**src/rtl/cpb_pkg.sv**
```systemverilog
package cpb_pkg;
  typedef struct packed {
    logic dl_act;
    logic ul_act;
  } dir_t;

  function automatic dir_t decode_dir(input logic concurrent, input logic up_sel);
    dir_t d;
    d.dl_act = concurrent | ~up_sel;
    d.ul_act = concurrent | up_sel;
    return d;
  endfunction
endpackage

```
**src/rtl/cpb_fifo.sv**
```systemverilog
module cpb_fifo #(
  parameter int W = 32,
  parameter int DEPTH = 32,
  localparam int AW = $clog2(DEPTH),
  localparam int LW = $clog2(DEPTH + 1)
) (
  input  logic          clk,
  input  logic          rst,
  input  logic          wr_en,
  input  logic [W-1:0]  wr_data,
  input  logic          rd_en,
  output logic [W-1:0]  head,
  output logic [LW-1:0] count,
  output logic          full,
  output logic          empty
);
  logic [W-1:0]  mem [DEPTH];
  logic [AW-1:0] wr_ptr, rd_ptr;
  logic [LW-1:0] count_nx;
  logic          push, pop;

  assign push = wr_en && !full;
  assign pop  = rd_en && !empty;
  assign head = mem[rd_ptr];

  always_ff @(posedge clk) begin
    if (push) mem[wr_ptr] <= wr_data;
  end

  always_comb begin
    count_nx = count;
    if (push && !pop)      count_nx = count + LW'(1);
    else if (!push && pop) count_nx = count - LW'(1);
  end

  always_ff @(posedge clk) begin
    if (rst) begin
      wr_ptr <= '0;
      rd_ptr <= '0;
      count  <= '0;
      full   <= 1'b0;
      empty  <= 1'b1;
    end else begin
      if (push) wr_ptr <= (wr_ptr == AW'(DEPTH - 1)) ? '0 : wr_ptr + AW'(1);
      if (pop)  rd_ptr <= (rd_ptr == AW'(DEPTH - 1)) ? '0 : rd_ptr + AW'(1);
      count <= count_nx;
      full  <= (count_nx == LW'(DEPTH));
      empty <= (count_nx == '0);
    end
  end


  full_blocks_push_chk: assert property (@(posedge clk) disable iff (rst)
    (wr_en && full && !rd_en) |=> (count == LW'(DEPTH)));


  flag_excl_chk: assert property (@(posedge clk) disable iff (rst)
    !(full && empty));
endmodule

```
**src/rtl/cpb_pacer.sv**
```systemverilog
module cpb_pacer #(
  parameter int DIV = 4,
  localparam int CW = (DIV > 1) ? $clog2(DIV) : 1
) (
  input  logic clk,
  input  logic rst,
  input  logic quarter_en,
  output logic slot
);
  logic [CW-1:0] cnt;

  assign slot = !quarter_en || (cnt == '0);

  always_ff @(posedge clk) begin
    if (rst) cnt <= '0;
    else if (!quarter_en) cnt <= '0;
    else cnt <= (cnt == CW'(DIV - 1)) ? '0 : cnt + CW'(1);
  end


  pace_gap_chk: assert property (@(posedge clk) disable iff (rst)
    (quarter_en && slot) |=> (!quarter_en || !slot));
endmodule

```
**src/rtl/cfg_port_bridge.sv**
```systemverilog
module cfg_port_bridge #(
  parameter int DATA_W = 32,
  parameter int TX_DEPTH = 32,
  parameter int RX_DEPTH = 32,
  parameter int PACE_DIV = 4,
  localparam int TX_LW = $clog2(TX_DEPTH + 1),
  localparam int RX_LW = $clog2(RX_DEPTH + 1)
) (
  input  logic              clk,
  input  logic              rst,
  input  logic              cfgport_sel,
  input  logic              reconf_en,
  input  logic              quarter_rate_en,
  input  logic              concurrent_en,
  input  logic              upload_sel,
  input  logic              s_valid,
  input  logic [DATA_W-1:0] s_data,
  output logic              s_ready,
  output logic              cfg_wr_stb,
  output logic [DATA_W-1:0] cfg_wr_data,
  input  logic              cfg_rd_valid,
  input  logic [DATA_W-1:0] cfg_rd_data,
  output logic              cfg_rd_ready,
  output logic              m_valid,
  output logic [DATA_W-1:0] m_data,
  input  logic              m_ready,
  output logic [TX_LW-1:0]  tx_level,
  output logic              tx_full,
  output logic              tx_empty,
  output logic              tx_overflow,
  output logic [RX_LW-1:0]  rx_level,
  output logic              rx_full,
  output logic              rx_empty
);
  import cpb_pkg::*;

  dir_t              dir;
  logic              port_en, slot;
  logic              tx_push_req, tx_pop, rx_push, rx_pop;
  logic [DATA_W-1:0] tx_head;

  assign dir     = decode_dir(concurrent_en, upload_sel);
  assign port_en = cfgport_sel && reconf_en;

  cpb_pacer #(.DIV(PACE_DIV)) pacer_i (
    .clk(clk), .rst(rst), .quarter_en(quarter_rate_en), .slot(slot)
  );

  // download path
  assign tx_push_req = s_valid && dir.dl_act;
  assign s_ready     = dir.dl_act && !tx_full;
  assign tx_pop      = port_en && dir.dl_act && !tx_empty && slot;

  cpb_fifo #(.W(DATA_W), .DEPTH(TX_DEPTH)) tx_fifo_i (
    .clk(clk), .rst(rst),
    .wr_en(tx_push_req), .wr_data(s_data),
    .rd_en(tx_pop), .head(tx_head),
    .count(tx_level), .full(tx_full), .empty(tx_empty)
  );

  always_ff @(posedge clk) begin
    if (rst) begin
      cfg_wr_stb  <= 1'b0;
      cfg_wr_data <= '0;
      tx_overflow <= 1'b0;
    end else begin
      cfg_wr_stb <= tx_pop;
      if (tx_pop) cfg_wr_data <= tx_head;
      if (tx_push_req && tx_full) tx_overflow <= 1'b1;
    end
  end

  // upload path
  assign cfg_rd_ready = port_en && dir.ul_act && !rx_full;
  assign rx_push      = cfg_rd_valid && cfg_rd_ready;
  assign m_valid      = !rx_empty;
  assign rx_pop       = m_ready;

  cpb_fifo #(.W(DATA_W), .DEPTH(RX_DEPTH)) rx_fifo_i (
    .clk(clk), .rst(rst),
    .wr_en(rx_push), .wr_data(cfg_rd_data),
    .rd_en(rx_pop), .head(m_data),
    .count(rx_level), .full(rx_full), .empty(rx_empty)
  );


  off_no_strobe_chk: assert property (@(posedge clk) disable iff (rst)
    !port_en |=> !cfg_wr_stb);


  tx_hold_chk: assert property (@(posedge clk) disable iff (rst)
    (!port_en && !s_valid) |=> $stable(tx_level));


  ovf_sticky_chk: assert property (@(posedge clk) disable iff (rst)
    tx_overflow |=> tx_overflow);
endmodule

```
**config.mk**
```make
export PLATFORM = sky130hd
export DESIGN_NAME = cfg_port_bridge
export DESIGN_NICKNAME = d
export VERILOG_FILES = /design/src/rtl/cpb_pkg.sv /design/src/rtl/cpb_fifo.sv /design/src/rtl/cpb_pacer.sv /design/src/rtl/cfg_port_bridge.sv
export SDC_FILE = /design/constraint.sdc
export NUM_CORES = 2
export LEC_CHECK = 0
export BUFFER_PORTS_ARGS = -buffer_cell sky130_fd_sc_hd__buf_2
export CAP_MARGIN = 10
export CORE_MARGIN = 2
export CORE_UTILIZATION = 45
export CTS_BUF_LIST = sky130_fd_sc_hd__clkbuf_8
export DETAILED_ROUTE_END_ITERATION = 8
export PLACE_DENSITY = 0.67
export SLEW_MARGIN = 40
export SYNTH_ARGS = -nofsm -noshare
export SYNTH_HDL_FRONTEND = slang
export SYNTH_SLANG_ARGS = --single-unit
```
**constraint.sdc**
```tcl
create_clock -name clk -period 7.9 [get_ports clk]
set_input_delay 0.395 -clock clk [delete_from_list [all_inputs] [get_ports clk]]
set_output_delay 0.395 -clock clk [all_outputs]
set_load 0.02 [all_outputs]
```
==> metrics.cfg <==
[worst_setup_path]
r2r_slack_ns=4.31
cp-start-kind=register
reg2reg_to=tx_fifo_i.mem[19][21]$_DFFE_PP_
critPathKind=register to output pin
r2r-start=tx_fifo_i.full$_SDFF_PP0_
cp.arrival_ns=4.31
crit_required_ns=7.51
crit_path_end_kind=output pin
rr_worst_depth=5
cp_max_fo=82

[drt]
drt_first_pass_iters=5
wl_per_cell_um=28.95
wirelength_mm=191.1
ant_nets=0
vias=38620
drt_iter0_markers=4082
drc=0
vias_per_cell=5.849

[sta]
hold_viol_final=0
fin_crit_ns=4.701
slew_headroom_pct=39.77
tightest_slew_ns=0.9035
rsz0062_at_grt=false
setup_tns_ns=0
setup_viol_count_final=0
slew_violations=0
clock_skew_ns=0.06296
fmax_mhz=212.7
period_share_pct=59.51

[finish]
syn_to_final_growth_pct=14.41
layout-drive-gt1-share_pct=35.13
post-route-util_pct=51.90
n_fill_cell=13750
nets=4073

[synthesis]
synth_nets=3572
synth-seq-cells=2125
synth-edff-count=2048
syn_avg_cell_area_um2=23.32
ys_types=47
yosysWarningCount=0
synth_top_area_share_pct=75.81
synthTopCellsByCount=edfxtp_1 (2048), mux4_2 (578), mux2_2 (123)
synthTopCellsByArea=edfxtp_1 (76%), mux4_2 (16%), dfxtp_1 (1.9%), mux2_2 (1.7%), nor2_1 (0.44%)
ys_async_sr_fraction_pct=0
syn-cell-area_um2=81120
yosysMostFrequentCell=edfxtp_1
synthFlopType=edfxtp_1
seq_area_frac_synth_pct=77.71
synth_top_cell_by_area=edfxtp_1
post_synth_inst_count=3478

[clock_tree]
cts_setup_buffers=0
clk_path_buf_depth=4
h-tree-depth=5
cts.sinks=2125
clock_tree.root_cell=clkbuf_8
clock_latency_ns=1.02
clkTransAtPathRegs_ns=0.05
cts_buffers=355
cts_tree=done

[die]
pin_count=159
die_w_um=428.6
die_area_um2=183700
core-area_um2=178800
start_util_pct=45.37
rows=155
die_h_um=428.6

[grt]
grt_pass1_vias=39670
grt_util_met2_pct=35.02
grt_pass1_wl_mm=276.0
gr-total-overflow=0
grt.total_usage_pct=20.68
antenna_found_initial=11
met3_usage_pct=3.725
grt_max_degree=101
busiest_layer=met2
use_met1_pct=27.35

[min_path]
min_path_type=input pin to register
whs_endpoint=pacer_i.cnt[1]$_SDFF_PP0_
min_from=quarter_rate_en
hold_depth=3

[pwr]
power_mw=23.07
power_leakage_nw=28.72
peakVddDrop_v=0.0001630
powerDensity_nw_per_um2=248.6

[placed_design]
port_buffers=158
dp_hpwl_mm=92.63
gp_congestion=0.7345

[outcome]
run_status=completed

[job]
cap_violations=0

cells by family (layout without fill, tap and decap cells):
group	count (synthesis)	in the layout	synth area share, %
mux	708	708	17.84
compound gates	179	179	1.495
xor+xnor	11	11	0.1188
other cells	0	4	0
simple gates	234	234	1.365
flops	2125	2125	77.71
buf+inv	201	967	1.157
fa+ha+maj	20	20	0.3085
final cells by class:
class | count | area (um2) | share of cell area, %
timing repair buffer | 332 | 2506 | 2.700
clock inverter | 242 | 1336 | 1.440
sequential | 2125 | 63070 | 67.96
antenna | 4 | 10.01 | 0.01079
inverter | 13 | 48.80 | 0.05258
clock buffer | 380 | 5230 | 5.635
tap | 2355 | 2947 | 3.175
multi-input combinational | 1152 | 17660 | 19.02
placed cells by master, fill, tap and decap left out, types with 9 or more instances in the layout:
master,instances
mux2_2,123
clkinv_2,42
o21ai_0,15
edfxtp_1,2048
dlygate4sd3_1,77
o22ai_1,31
nand3b_1,9
clkinvlp_4,10
a221o_1,30
nor3_1,9
dfxtp_1,67
clkinv_1,55
nand2_1,59
a21oi_1,52
inv_1,133
clkbuf_8,380
buf_2,157
mux4_2,578
bufinv_16,12
ha_1,20
nor2_1,29
o31ai_1,31
nand3_1,9
buf_4,79
nor2_4,66
repair_timing:
item,4_1_cts,5_1_grt
hold endpoints to repair,2085,0
endpoints found under the setup margin,0,0
gates resized for setup,0,0
hold buffers,77,0
flip-flops by register name, summed over array words and instances (netlist names), named ones only:
register          count
rx_fifo_i.wr_ptr      5
tx_fifo_i.wr_ptr      5
cfg_wr_data          32
tx_fifo_i.mem      1024
tx_fifo_i.empty       1
rx_fifo_i.full        1
pacer_i.cnt           2
tx_fifo_i.rd_ptr      5
tx_fifo_i.count       6
rx_fifo_i.empty       1
rx_fifo_i.count       6
cfg_wr_stb            1
rx_fifo_i.rd_ptr      5
tx_overflow           1
tx_fifo_i.full        1
rx_fifo_i.mem      1024
power breakdown:
part / internal (mW) / leakage [nW] / switching (mW)
registers: 12.4 / 19.1 / 0.0717
clock network: 4.82 / 3.81 / 4.24
logic: 0.751 / 5.86 / 0.786
total: 18.0 / 28.7 / 5.09
stage by stage:
step           setup slack, ns  cells  hold WS, ns  instance area, um2
5_1_grt                  3.073   6602       0.1776               92800
3_3_place_gp             4.206   5893       0.4307               85280
2_1_floorplan            4.844   3478       0.4276               81120
3_5_place_dp             4.136   5900       0.4389               85450
6_report                 3.199   6603       0.2208               92810
4_1_cts                  3.063   6599       0.1272               92790
metal layers:
| metal | routed length, um | vias up |
|---|---|---|
| met5 | 57 | - |
| met4 | 5028 | 10 |
| met3 | 12420 | 358 |
| met2 | 98220 | 1593 |
| met1 | 75430 | 20730 |
| li1 | - | 15940 |
worst max-delay path by stage:
| stage | to | startpoint | cells after the start |
|---|---|---|---|
| 2_1_floorplan | tx_fifo_i.mem[12][0]$_DFFE_PP_ | upload_sel | 5 |
| 4_1_cts | m_data[1] | register | 7 |
| 3_3_place_gp | m_data[0] | register | 5 |
| 3_5_place_dp | tx_fifo_i.mem[19][28]$_DFFE_PP_ | upload_sel | 6 |
| 5_1_grt | m_data[1] | register | 7 |
| 6_report | m_data[3] | register | 7 |
worst max-delay path, cell delays in order, from the launching register on:
cell and delay, ns:
dfxtp_4 0.81, buf_12 0.19, buf_16 0.33, buf_16 0.35
mux4_2 0.37, mux4_2 0.51, mux2_2 0.33, buf_2 0.17
(Power assumes the default switching activity.)
